## src/rtl/can_phy_pkg.sv

```systemverilog
package can_phy_pkg;
  typedef enum logic {MODE_NORMAL = 1'b0, MODE_STBY = 1'b1} mode_e;

  // cycles in 1.25 ms
  function automatic int unsigned stuck_cycles(int unsigned clk_hz);
    return clk_hz / 800;
  endfunction
endpackage

```

## src/rtl/can_phy_sat_cnt.sv

```systemverilog
module can_phy_sat_cnt #(
  parameter int unsigned LIMIT = 4
) (
  input  logic clk_i,
  input  logic rst_ni,
  input  logic clr_i,
  input  logic run_i,
  output logic hit_o
);
  localparam int unsigned   CW  = $clog2(LIMIT + 1);
  localparam logic [CW-1:0] LIM = CW'(LIMIT);

  logic [CW-1:0] cnt_q;

  always_ff @(posedge clk_i or negedge rst_ni) begin
    if (!rst_ni)                cnt_q <= '0;
    else if (clr_i || !run_i)   cnt_q <= '0;
    else if (cnt_q != LIM)      cnt_q <= cnt_q + 1'b1;
  end

  assign hit_o = (cnt_q == LIM);

  assert_cnt_bound_R3: assert property (@(posedge clk_i) disable iff (!rst_ni)
    cnt_q <= LIM);
  assert_clr_zero_R9: assert property (@(posedge clk_i) disable iff (!rst_ni)
    clr_i |=> (cnt_q == '0));
  assert_hit_needs_run_R4: assert property (@(posedge clk_i) disable iff (!rst_ni)
    $rose(hit_o) |-> $past(run_i && !clr_i));
endmodule

```

## src/rtl/can_phy_arm.sv

```systemverilog
module can_phy_arm (
  input  logic clk_i,
  input  logic rst_ni,
  input  logic txd_i,
  input  logic uv_i,
  output logic armed_o
);
  logic armed_q;

  always_ff @(posedge clk_i or negedge rst_ni) begin
    if (!rst_ni)            armed_q <= 1'b0;
    else if (uv_i)          armed_q <= 1'b0;
    else if (txd_i)         armed_q <= 1'b1;
  end

  assign armed_o = armed_q;

  assert_arm_rise_R5: assert property (@(posedge clk_i) disable iff (!rst_ni)
    $rose(armed_q) |-> $past(txd_i && !uv_i));
  assert_arm_drop_R6: assert property (@(posedge clk_i) disable iff (!rst_ni)
    uv_i |=> !armed_q);
endmodule

```

## src/rtl/can_phy_ctrl.sv

```systemverilog
module can_phy_ctrl
  import can_phy_pkg::*;
#(
  parameter int unsigned CLK_HZ   = 200_000_000,
  parameter int unsigned WAKE_CYC = 4
) (
  input  logic clk_i,
  input  logic rst_ni,
  input  logic txd_i,
  input  logic stby_i,
  input  logic bus_dom_i,
  input  logic lp_dom_i,
  input  logic uv_core_i,
  input  logic uv_io_i,
  input  logic ot_i,
  output logic drv_en_o,
  output logic drv_dom_o,
  output logic rxd_o,
  output logic hs_sel_o,
  output logic split_en_o
);
  localparam int unsigned TO_CYC = stuck_cycles(CLK_HZ);

  mode_e mode, mode_q;
  logic  normal, mode_chg, uv, armed;
  logic  tx_lock, bus_lock, wake_dom;

  assign mode     = mode_e'(stby_i);
  assign normal   = (mode == MODE_NORMAL);
  assign uv       = uv_core_i | uv_io_i;
  assign mode_chg = (mode != mode_q);

  always_ff @(posedge clk_i or negedge rst_ni) begin
    if (!rst_ni) mode_q <= MODE_STBY;
    else         mode_q <= mode;
  end

  can_phy_arm u_arm (
    .clk_i, .rst_ni, .txd_i, .uv_i(uv), .armed_o(armed)
  );

  // stuck transmit: saturated count is the lock
  can_phy_sat_cnt #(.LIMIT(TO_CYC)) u_tx_to (
    .clk_i, .rst_ni, .clr_i(mode_chg), .run_i(normal && !txd_i), .hit_o(tx_lock)
  );

  // stuck bus in standby
  can_phy_sat_cnt #(.LIMIT(TO_CYC)) u_bus_to (
    .clk_i, .rst_ni, .clr_i(mode_chg), .run_i(!normal && lp_dom_i), .hit_o(bus_lock)
  );

  // wake-up glitch filter
  can_phy_sat_cnt #(.LIMIT(WAKE_CYC)) u_wake (
    .clk_i, .rst_ni, .clr_i(mode_chg), .run_i(!normal && lp_dom_i), .hit_o(wake_dom)
  );

  assign drv_en_o   = normal && armed && !uv && !ot_i && !tx_lock;
  assign drv_dom_o  = drv_en_o && !txd_i;
  assign hs_sel_o   = normal;
  assign split_en_o = normal;

  always_comb begin
    if (normal) rxd_o = uv ? 1'b1 : !bus_dom_i;
    else        rxd_o = !(wake_dom && !bus_lock);
  end

  assert_stby_quiet_R1: assert property (@(posedge clk_i) disable iff (!rst_ni)
    stby_i |-> (!drv_en_o && !split_en_o && !hs_sel_o));
  assert_dom_txd_R2: assert property (@(posedge clk_i) disable iff (!rst_ni)
    drv_dom_o |-> (!txd_i && drv_en_o));
  assert_uv_rxd_R6: assert property (@(posedge clk_i) disable iff (!rst_ni)
    (!stby_i && (uv_core_i || uv_io_i)) |-> (rxd_o && !drv_en_o));
  assert_ot_off_R7: assert property (@(posedge clk_i) disable iff (!rst_ni)
    ot_i |-> !drv_en_o);
  assert_lock_release_R3: assert property (@(posedge clk_i) disable iff (!rst_ni)
    (!stby_i && $past(!stby_i) && $past(txd_i)) |-> !tx_lock);
endmodule

```

## config.mk

```make
export PLATFORM = sky130hd
export DESIGN_NAME = can_phy_ctrl
export DESIGN_NICKNAME = d
export VERILOG_FILES = /design/src/rtl/can_phy_pkg.sv /design/src/rtl/can_phy_sat_cnt.sv /design/src/rtl/can_phy_arm.sv /design/src/rtl/can_phy_ctrl.sv
export SDC_FILE = /design/constraint.sdc
export NUM_CORES = 1
export LEC_CHECK = 0
export BUFFER_PORTS_ARGS = -buffer_cell sky130_fd_sc_hd__buf_2
export CAP_MARGIN = 40
export CORE_ASPECT_RATIO = 0.8
export CORE_UTILIZATION = 45
export CTS_BUF_LIST = sky130_fd_sc_hd__clkbuf_4
export CTS_CLUSTER_SIZE = 10
export DETAILED_ROUTE_END_ITERATION = 8
export GPL_ROUTABILITY_DRIVEN = 0
export HOLD_SLACK_MARGIN = 0.08
export RECOVER_POWER = 100
export SYNTH_ARGS = -nofsm -noshare
export SYNTH_HDL_FRONTEND = slang
export SYNTH_SLANG_ARGS = --single-unit
```

## constraint.sdc

```tcl
create_clock -name clk_i -period 3.2 [get_ports clk_i]
set_clock_uncertainty 0.2 [all_clocks]
set_input_delay 0.64 -clock clk_i [delete_from_list [all_inputs] [get_ports clk_i]]
set_output_delay 0.64 -clock clk_i [all_outputs]
set_load 0.01 [all_outputs]
```

Word level (Yosys, flattened, before mapping) --
Index checks and enable logic that the tools add are counted.
Word-level totals: memories 0, input bits 9, output and inout port bits 5, flip-flop bits (word level) 41, memory bits (writable) 0, ROM bits 0, latch bits 0
Cells by class: shifts and indexed selects 0, bitwise gates (word level) 2, mux-type cells 10, add/sub/neg operators 3, equal/unequal tests 7, div/mod/pow operators 0, $lt $le $gt $ge 0, reduce and logical (&&, ||, !) cells 23, multipliers 0
Operator list (number):
- 18-bit two-way mux | 4
- 18-bit by 1-bit adder with 18-bit output (second input constant) | 2
- 18-bit equality test (second input constant) | 2
- 18-bit inequality test (second input constant) | 2
- 1-bit logical NOT | 9
- 1-bit logical AND | 8
- 2-bit nonzero test | 4
- 3-bit two-way mux | 2
- 1-bit two-way mux | 4
- 3-bit by 1-bit adder with 3-bit output (second input constant) | 1
- 3-bit equality test (second input constant) | 1
- 3-bit inequality test (second input constant) | 1
- 1-bit logical OR | 2
- 1-bit inequality test | 1
- 1-bit inverter | 1
- 1-bit OR | 1

Logic depth before layout (Yosys ltp) --
Gate-level depths: netlist of the first run.
depth after elaboration 6, mapped depth 6, mapped depth without buffers 6

Hierarchy --
From an unflattened synthesis of the first run, not the netlist that was laid out.
Unflattened totals: cells, all modules 243, area total of the unflattened synthesis 2296.0 um^2
Modules (own cells, without submodules):
- can_phy_sat_cnt at u_bus_to ... | sequential area each 450.4 um^2, area each 985.9 um^2, times used 2, cells an instance 105
- can_phy_sat_cnt at u_wake | sequential area each 75.1 um^2, area each 182.7 um^2, times used 1, cells an instance 18
- can_phy_ctrl | sequential area each 26.3 um^2, area each 106.4 um^2, times used 1, cells an instance 13
- can_phy_arm | sequential area each 25.0 um^2, area each 35.0 um^2, times used 1, cells an instance 2

Worst setup path before layout of the first run --
Ideal clock, no wire load.
kind reg-to-output, start register u_bus_to.cnt_q[0], end output rxd_o, buffers on the path 0, cell stages (with the launch flop) 7, required time 2.360 ns, path slack 0.955 ns, arrival time 1.405 ns, path through dfrtp_1 -> inv_1 -> ha_1 -> nand4bb_1 -> or3_1 -> nor2_1 -> o32a_1
On the way: longest elaborated chain between the ends 5
Ends and longest elaborated chain:
- start: declaration | line can_phy_sat_cnt.sv:13 | logic [CW-1:0] cnt_q;
- start signal: assignment | line can_phy_sat_cnt.sv:18 | else if (cnt_q != LIM) cnt_q <= cnt_q + 1'b1;
- 18-bit equality test | line can_phy_sat_cnt.sv:21 | assign hit_o = (cnt_q == LIM);
- 1-bit logical NOT | line can_phy_ctrl.sv:64 | else rxd_o = !(wake_dom && !bus_lock);
- 1-bit logical AND | line can_phy_ctrl.sv:64
- 1-bit logical NOT | line can_phy_ctrl.sv:64
- 1-bit two-way mux | line can_phy_ctrl.sv:63 | if (normal) rxd_o = uv ? 1'b1 : !bus_dom_i;
- end: declaration | line can_phy_ctrl.sv:18 | output logic rxd_o,
Every way passes these cells.

Final worst setup path of the first run --
Same ends and word-level chain as after synthesis.

==> metrics.md, run 1 <==
| Metric | Value |
|---|---|
| GR Util All Layers | `0.192` |
| Leakage power | `0.966 nW` |
| Total negative slack | `0 ps` |
| # Max-Cap Violations | `0` |
| Seq cells post-synth | `41` |
| Top cell type by total area after synthesis | `dfrtp_1` |
| Critical Path AT | `2020 ps` |
| Share of cells above drive strength 1 | `0.0734` |
| Clk Latency, worst-skew pair | `350 ps` |
| Clock slew at reported path FFs | `approximately 130 ps` |
| Count leader, synth | `dfrtp_1` |
| Antenna-violating nets left | `0` |
| Worst Tran Pin Value | `between 1000 and 1500 ps` |
| Final worst path period share | `0.895` |
| Initial core utilization | `0.477` |
| Flop2flop setup slack | `1010 ps` |
| Cell variety after synth | `43` |
| First-pass GRT wire length | `7600 um` |
| Hold Path Class | `primary input to register` |
| Die Height | `around 65 um` |
| Critical path launch point type | `register` |
| Register area | `a little over 0.001 mm^2` |
| Die area | `0.00524 mm^2` |
| CP Max Fanout | `6` |
| Slew HR | `0.194` |
| Max-slew violation count | `0` |
| Vias in the first global route | `1630` |
| Worst slack, placed | `768 ps` |
| Multi-input gate area | `between 0.001 and 0.0015 mm^2` |
| Largest net degree at the start of global routing | `28` |
| CP required | `about 2400 ps` |
| Outcome | `finished, final reports clean` |
| Estimated wirelength of the detail-placed design | `between 3000 and 4000 um` |
| Hold Vio Cnt, Final | `0` |
| Nets | `about 270` |
| Final wirelength | `~4400 um` |
| Crit-path cells | `inv_1, ha_1, nand4bb_1, or3_1, nor2_1, o32a_1, clkbuf_1` |
| Max incr delay on CP | `450 ps` |
| Total CTS buffers | `5` |
| Final WS setup | `336 ps` |
| Top post-synthesis cells by area | `dfrtp_1 (45%), nor2_1 (6.2%), xor2_1 (4.7%)` |
| Async SR Flop Fraction | `1.00` |
| Fill cell total of the finished layout | `458` |
| Antenna violations before repair | `0` |
| Worst path bufs/invs | `2` |
| Clk sinks | `41` |
| Vias per cell | `approximately 5.6` |
| DR vias | `1787` |
| # IOs | `14` |
| Fmax | `about 350 MHz` |
| Area Overhead vs Synth | `8.52%` |
| Crit path capture type | `output port` |
| Post_cts resized | `0` |
| Dominant synthesized flop cell | `dfrtp_1` |
| Sequential fraction of the synthesis area | `0.460` |
| Cell count after synthesis | `around 240` |
| Residual DRC | `0` |
| Top-area cell type share of the netlist area | `0.449` |
| Max clock buf depth | `2` |
| WL per Instance | `approximately 14 um` |
| Syn Area/Cell | `9.26 um^2` |
| CTS Root Cell | `clkbuf_4` |
| Inserted Diodes | `0` |
| Die width | `80.7 um` |
| Hold WS | `244 ps` |
| Power per cell area | `between 300 and 400 mW/mm^2` |
| EDFF count, synth | `0` |
| Row count | `22` |
| Synth warnings | `0` |
| Top Family by Delay on Critical Path | `simple AND/OR/NAND/NOR gates` |
| GRT overflow | `0` |
| Fin crit period | `2860 ps` |
| H-tree levels | `2` |
| TritonCTS clock tree | `yes` |
| Top post-synthesis cells by count | `dfrtp_1 (40), nor2_1 (37), nand3_1 (20)` |
| Syn Std Cell Area | `0.00223 mm^2` |
| Core area | `between 0.004 and 0.005 mm^2` |
| Synth Net Count | `256` |
| Pre-antenna DRT Iters | `4` |
| Max stage delay cell, worst path | `dfrtp_1` |
| Critical path class | `register to output port` |
| Peak VDD IR | `between 0.0002 and 0.00025 V` |
| 1st-iter DRT viols | `112` |
| Input/output buffers | `13` |
| RSZ-0062 raised after global routing | `false` |
| Setup violations, final | `0` |
-- through the flow --
step	cell area, um^2	instances	utilization	power, mW
after floorplan	2230	241	-	0.551
final	2420	319	0.517	0.905
after detailed placement	2370	310	0.506	0.576
after global placement	2350	309	0.502	0.573
after global routing	2420	319	0.517	0.952
after CTS	2460	319	0.525	0.917
-- area by class of cell --
cell class	instances	area share
clock buffer	6	0.0186
clock inverter	2	0.0140
inverter	12	0.0186
multi-input combinational	183	0.461
sequential	41	0.424
tap	60	0.0310
timing repair buffer	15	0.0326
-- what timing repair did --
action / in CTS / in global routing
setup endpoints to repair: 0 / 0
hold endpoints to repair: 14 / 0
hold buffers: 1 / 0
setup buffers: 0 / 0
-- layer usage --
layer  track usage  part of all wire  vias to the layer above
li1              -                 -                      893
met1         0.292              0.55                      853
met2         0.268              0.39                       37
met3        0.0465             0.048                        4
met4        0.0536            0.0081                        0
met5             0                 0                        -
-- logic make-up after synthesis --
group | share of synthesized area
mux | 0.00449
flops | 0.460
fa+ha+maj | 0.0337
buf+inv | 0.0308
xor+xnor | 0.0864
simple gates | 0.310
compound gates | 0.0746
-- sequential cells by signal (all words and copies together), names as in the netlist --
register / flops
u_bus_to.cnt_q: 18
u_tx_to.cnt_q: 18
u_wake.cnt_q: 3
mode_q: 1
u_arm.armed_o: 1
-- where the power goes --
group          switching [mW]  internal (mW)
sequential            0.00337          0.521
clock                   0.171          0.171
combinational          0.0264         0.0115
-- placed cells by master (no fill, tap or decap), drive strengths merged, types with 3 or more instances in the layout --
cell    instances
nor4            7
nand2          16
and3            6
a21oi          10
and4            3
xnor2          10
ha              6
nor2           37
or3             7
nand3          20
o21ai           7
nor3            8
buf             6
xor2           12
or4             3
dfrtp          40
clkbuf         13
nand4           9
inv            12
-- final timing paths --
kind / from / end / cells after the start
setup / recovery: u_bus_to.cnt_q[0]$_DFFE_PN0P_ / rxd_o / 7
hold / removal: uv_core_i / u_arm.armed_o$_DFFE_PN0P_ / 2
setup reg to reg: u_tx_to.cnt_q[2]$_DFFE_PN0P_ / u_tx_to.cnt_q[15]$_DFFE_PN0P_ / 4
hold reg to reg: u_arm.armed_o$_DFFE_PN0P_ / u_arm.armed_o$_DFFE_PN0P_ / 2
max in group asynchronous: rst_ni / u_bus_to.cnt_q[15]$_DFFE_PN0P_ / 3
min in group asynchronous: rst_ni / u_wake.cnt_q[1]$_DFFE_PN0P_ / 2
Note: power is estimated with default switching activity, not from simulation.
==> run 2: changes to the inputs <==
Clock period 3.2 ns to 3.7 ns, I/O delays scaled along.
==> metrics.md, run 2 (synthesis gave the netlist of run 1 again) <==
| Metric | Value |
|---|---|
| Total negative slack | `0 ps` |
| Vias per cell | `5.53` |
| Hold Path Class | `primary input to async pin` |
| Power per cell area | `302 mW/mm^2` |
| Leakage power | `between 0.9 and 1 nW` |
| Core area | `0.00468 mm^2` |
| Cts hold-fix bufs | `0` |
| Hold Vio Cnt, Final | `0` |
| Flop2flop setup slack | `between 1000 and 1500 ps` |
| Die Height | `around 65 um` |
| WL per Instance | `14.0 um` |
| Finished Layout Cells | `318` |
| Input/output buffers | `13` |
| Die width | `80.7 um` |
| DR vias | `1757` |
| CP Max Fanout | `6` |
| Top Family by Delay on Critical Path | `simple AND/OR/NAND/NOR gates` |
| Inserted Diodes | `0` |
| Final worst path period share | `0.800` |
| Max-slew violation count | `0` |
| Row count | `22` |
| Critical Path AT | `between 2000 and 2500 ps` |
| Total CTS buffers | `5` |
| Clk sinks | `41` |
| Critical path class | `register to output port` |
| Fin crit period | `2960 ps` |
| Worst Tran Pin Value | `1280 ps` |
| Initial core utilization | `0.477` |
| GR Util All Layers | `0.198` |
| Share of cells above drive strength 1 | `0.0775` |
| Area Overhead vs Synth | `6.67%` |
| Worst path bufs/invs | `2` |
| TritonCTS clock tree | `yes` |
| Slew HR | `0.148` |
| CTS Root Cell | `clkbuf_4` |
| RSZ-0062 raised after global routing | `false` |
| # Max-Cap Violations | `0` |
| Leading registers by flop count | `u_bus_to.cnt_q x18, u_tx_to.cnt_q x18, u_wake.cnt_q x3` |
| Max incr delay on CP | `about 450 ps` |
| Final Cell Area | `0.00238 mm^2` |
| # IOs | `14` |
| Most common library cell in the layout ignoring fill and taps | `dfrtp_1` |
| Commonest non-fill, non-tap cells in the layout | `dfrtp_1 (40), nor2_1 (37), nand3_1 (20)` |
| Max stage delay cell, worst path | `dfrtp_1` |
| Max clock buf depth | `2` |
| Util after Layout | `0.509` |
| Critical path launch point type | `register` |
| Placed insts | `310` |
| Pre-antenna DRT Iters | `4` |
| Crit-path cells | `inv_1, ha_1, nand4bb_1, or3_1, nor2_1, o32a_1, clkbuf_1` |
| GRT overflow | `0` |
| Outcome | `finished, final reports clean` |
| H-tree levels | `2` |
| Post_cts resized | `0` |
| Setup violations, final | `0` |
| Antenna-violating nets left | `0` |
| Fmax | `338 MHz` |
| Residual DRC | `0` |
| Peak VDD IR | `0.000164 V` |
| First-pass GRT wire length | `7790 um` |
| Estimated wirelength of the detail-placed design | `3220 um` |
| 1st-iter DRT viols | `~120` |
| Largest net degree at the start of global routing | `25` |
| Die area | `~0.0052 mm^2` |
| # Post-CTS Setup Buffers | `0` |
| Crit path capture type | `output port` |
| Antenna violations before repair | `0` |
| Vias in the first global route | `1613` |
| Final wirelength | `4450 um` |
| Clk Latency, worst-skew pair | `350 ps` |
| Nets | `272` |
| Area after DPL | `0.00237 mm^2` |
| CP required | `approximately 2800 ps` |
| Clock slew at reported path FFs | `130 ps` |
run 2: worst paths after layout:
kind	startpoint	to	depth (start not counted)
worst max-delay path	u_bus_to.cnt_q[0]$_DFFE_PN0P_	rxd_o	7
worst min-delay path	rst_ni	u_tx_to.cnt_q[2]$_DFFE_PN0P_	1
worst max register to register	u_tx_to.cnt_q[2]$_DFFE_PN0P_	u_tx_to.cnt_q[15]$_DFFE_PN0P_	4
worst min register to register	u_arm.armed_o$_DFFE_PN0P_	u_arm.armed_o$_DFFE_PN0P_	2
max in group asynchronous	rst_ni	u_tx_to.cnt_q[11]$_DFFE_PN0P_	2
min in group clk_i	uv_core_i	u_arm.armed_o$_DFFE_PN0P_	2
run 2: final cells by class:
class / count / area [um^2]
inverter: 12 / 45.0
multi-input combinational: 183 / 1120
tap: 60 / 75.1
timing repair buffer: 14 / 58.8
fill: 452 / 2300
clock buffer: 7 / 52.6
sequential: 41 / 1030
clock inverter: 1 / 5.00
run 2: routing by layer:
metal	share of wire	GRT usage	vias up
met5	0	0	-
met4	0.010	0.0603	0
met3	0.031	0.0437	5
met2	0.36	0.257	24
met1	0.59	0.317	838
li1	-	-	890
run 2: stage by stage:
stage | power, mW | worst slack, ps | hold slack, ps
finish | 0.720 | 741 | 315
floorplan | 0.476 | 1260 | 244
CTS | 0.735 | 750 | 132
detailed placement | 0.499 | 1130 | 350
global placement | 0.495 | 1140 | 346
global route | 0.757 | 551 | 315
run 2: power by group:
group	switching, mW	internal, mW
Sequential	0.00294	0.451
Clock	0.145	0.0890
Combinational	0.0229	0.00850
==> run 3: changes to the inputs <==
Settings changed: ABC_AREA set to 1.
Clock period 3.7 ns to 3 ns, I/O delays scaled along.
==> metrics.md, run 3 <==
| Metric | Value |
|---|---|
| Share of cells above drive strength 1 | `0.0871` |
| Syn Std Cell Area | `0.00255 mm^2` |
| Fin crit period | `2510 ps` |
| Max stage delay cell, worst path | `dfrtp_1` |
| Sequential power share | `0.630` |
| Worst Tran Pin Value | `1030 ps` |
| CTS Root Cell | `clkbuf_4` |
| Internal power | `0.676 mW` |
| Peak VDD IR | `0.000214 V` |
| Clock group share of total power | `0.323` |
| Estimated wirelength of the detail-placed design | `4020 um` |
| Area Overhead vs Synth | `6.67%` |
| Pre-antenna DRT Iters | `4` |
| Top Family by Delay on Critical Path | `flip-flops` |
| Setup violations, final | `0` |
| Crit-path cells | `inv_2, ha_1, nand2_1, nor2_1, nand2_1, nand3_1, inv_1, clkbuf_1` |
| Synth Net Count | `approximately 370` |
| Residual DRC | `0` |
| DR vias | `about 2200` |
| Worst path bufs/invs | `3` |
| Initial core utilization | `0.467` |
| Slew HR | `0.306` |
| Power per cell area | `326 mW/mm^2` |
| Inserted Diodes | `0` |
| Hold Vio Cnt, Final | `0` |
| WL per Instance | `between 10 and 15 um` |
| Beginning of the worst hold path | `stby_i` |
| Most common library cell in the layout ignoring fill and taps | `nand2_1` |
| Sequential fraction of the synthesis area | `0.403` |
| Dominant synthesized flop cell | `dfrtp_1` |
| Crit path top cell by count | `nand2_1` |
| CP required | `2200 ps` |
| RSZ-0062 raised after global routing | `false` |
| Critical Path AT | `between 1500 and 2000 ps` |
| Final wirelength | `5160 um` |
| Cell count after synthesis | `approximately 360` |
| Largest net degree at the start of global routing | `32` |
| Flop2flop setup slack | `900 ps` |
| Sw frac | `0.238` |
| GRT overflow | `0` |
| Total negative slack | `0 ps` |
| Leading registers by flop count | `u_bus_to.cnt_q x18, u_tx_to.cnt_q x18, u_wake.cnt_q x3` |
| Clock slew at reported path FFs | `120 ps` |
| Leakage power | `approximately 1.2 nW` |
| Top post-synthesis cells by area | `dfrtp_1 (39%), nand2_1 (12%), nor2_1 (8.4%)` |
| Async SR Flop Fraction | `1.00` |
| Synth warnings | `0` |
| H-tree levels | `2` |
| EDFF count, synth | `0` |
| Die area | `about 0.006 mm^2` |
| Fill cell total of the finished layout | `575` |
| Crit path capture type | `output port` |
| Die width | `approximately 86 um` |
| Seq cells post-synth | `41` |
| Count leader, synth | `nand2_1` |
| Cell variety after synth | `31` |
| GR Util All Layers | `0.197` |
| Max-slew violation count | `0` |
| Input/output buffers | `13` |
| Nets | `393` |
| Final worst path period share | `0.838` |
| Antenna violations before repair | `0` |
| Combinational power share | `0.047` |
| Clk sinks | `41` |
| Total CTS buffers | `5` |
| Hold Path Class | `primary input to register` |
| # IOs | `14` |
| Max clock buf depth | `2` |
| Row count | `24` |
| Critical path class | `register to output port` |
| Syn Area/Cell | `7.12 um^2` |
| Psw | `0.211 mW` |
| Antenna-violating nets left | `0` |
| Fmax | `398 MHz` |
| 1st-iter DRT viols | `116` |
| Total chip power | `between 0.8 and 0.9 mW` |
| Top cell type by total area after synthesis | `dfrtp_1` |
| Outcome | `finished, final reports clean` |
| # Post-CTS Setup Buffers | `0` |
| Max incr delay on CP | `roughly 470 ps` |
| # Max-Cap Violations | `0` |
| TritonCTS clock tree | `yes` |
| Top-area cell type share of the netlist area | `0.393` |
| Die Height | `69.3 um` |
| Reg2reg start | `mode_q$_DFF_PN1_` |
| Clk Latency, worst-skew pair | `approximately 340 ps` |
| Vias per cell | `~4.8` |
| Top post-synthesis cells by count | `nand2_1 (82), nor2_1 (57), inv_1 (56)` |
| Commonest non-fill, non-tap cells in the layout | `nand2_1 (82), nor2_1 (61), inv_1 (57)` |
| CP Max Fanout | `6` |
| Vias in the first global route | `2059` |
| First-pass GRT wire length | `~9400 um` |
| Core area | `0.00547 mm^2` |
| Crit path from | `u_tx_to.cnt_q[0]$_DFFE_PN0P_` |
| Critical path launch point type | `register` |
-- run 3: changes by cell type in the layout (fill, tap and decap cells not counted), sizes merged, moves of 6 or more --
| cell | change |
|---|---|
| inv | +46 |
| o21ai | +7 |
| xnor2 | -9 |
| or3 | -7 |
| xor2 | -10 |
| a21oi | +9 |
| nor4 | -7 |
| nand2 | +73 |
| and3 | -6 |
| nor2 | +33 |
-- run 3: worst paths after layout --
kind | cells after the start | end
max | 8 | drv_en_o
min | 1 | mode_q$_DFF_PN1_
max reg2reg | 3 | u_tx_to.cnt_q[5]$_DFFE_PN0P_
min reg2reg | 1 | u_bus_to.cnt_q[3]$_DFFE_PN0P_
max in group asynchronous | 3 | u_arm.armed_o$_DFFE_PN0P_
min in group asynchronous | 2 | u_tx_to.cnt_q[12]$_DFFE_PN0P_
-- run 3: timing repair --
action | CTS | global route
resized for setup | 0 | 0
hold endpoints to repair | 10 | 0
hold buffers | 1 | 0
setup endpoints to repair | 0 | 0
-- run 3: power by group through the flow --
stage	sequential [mW]	combinational [mW]	clock [mW]
finish	0.559	0.0418	0.286
global route	0.560	0.0494	0.315
floorplan	0.570	0.0217	0
global placement	0.571	0.0442	0
CTS	0.560	0.0490	0.301
detailed placement	0.571	0.0480	0
-- run 3: layout make-up --
class	instances	area [um^2]	area share
inverters	58	218	0.0800
multi-input cells	256	1250	0.458
well taps	78	97.6	0.0359
flip-flops and latches	41	1030	0.378
clock inverters	1	3.75	0.00138
clock buffers	7	52.6	0.0193
repair buffers	16	75.1	0.0276
-- run 3: cells by family after synthesis --
group,Yosys count,share of synthesized area
buffers and inverters,61,0.0981
AOI/OAI and AO/OA,39,0.0824
DFF,41,0.403
and+or+nand+nor,208,0.377
adders and majority gates,6,0.0294
xor gates and xnor gates,3,0.0103
-- run 3: per-layer routing --
layer | wire [um] | GRT usage
met4 | 25 | 0.0333
met1 | 3020 | 0.321
met3 | 118 | 0.0393
met5 | 0 | 0
met2 | 2000 | 0.267
-- run 3: per-stage QoR --
| step | utilization | instances | hold slack [ps] | area [um^2] | worst slack [ps] |
|---|---|---|---|---|---|
| 2_1_floorplan | - | 358 | 104 | 2550 | 896 |
| 3_3_place_gp | 0.492 | 447 | 288 | 2690 | 748 |
| 3_5_place_dp | 0.495 | 448 | 294 | 2710 | 724 |
| 4_1_cts | 0.508 | 457 | 186 | 2770 | 452 |
| 5_1_grt | 0.498 | 457 | 170 | 2720 | 244 |
| 6_report | 0.498 | 457 | 200 | 2720 | 486 |
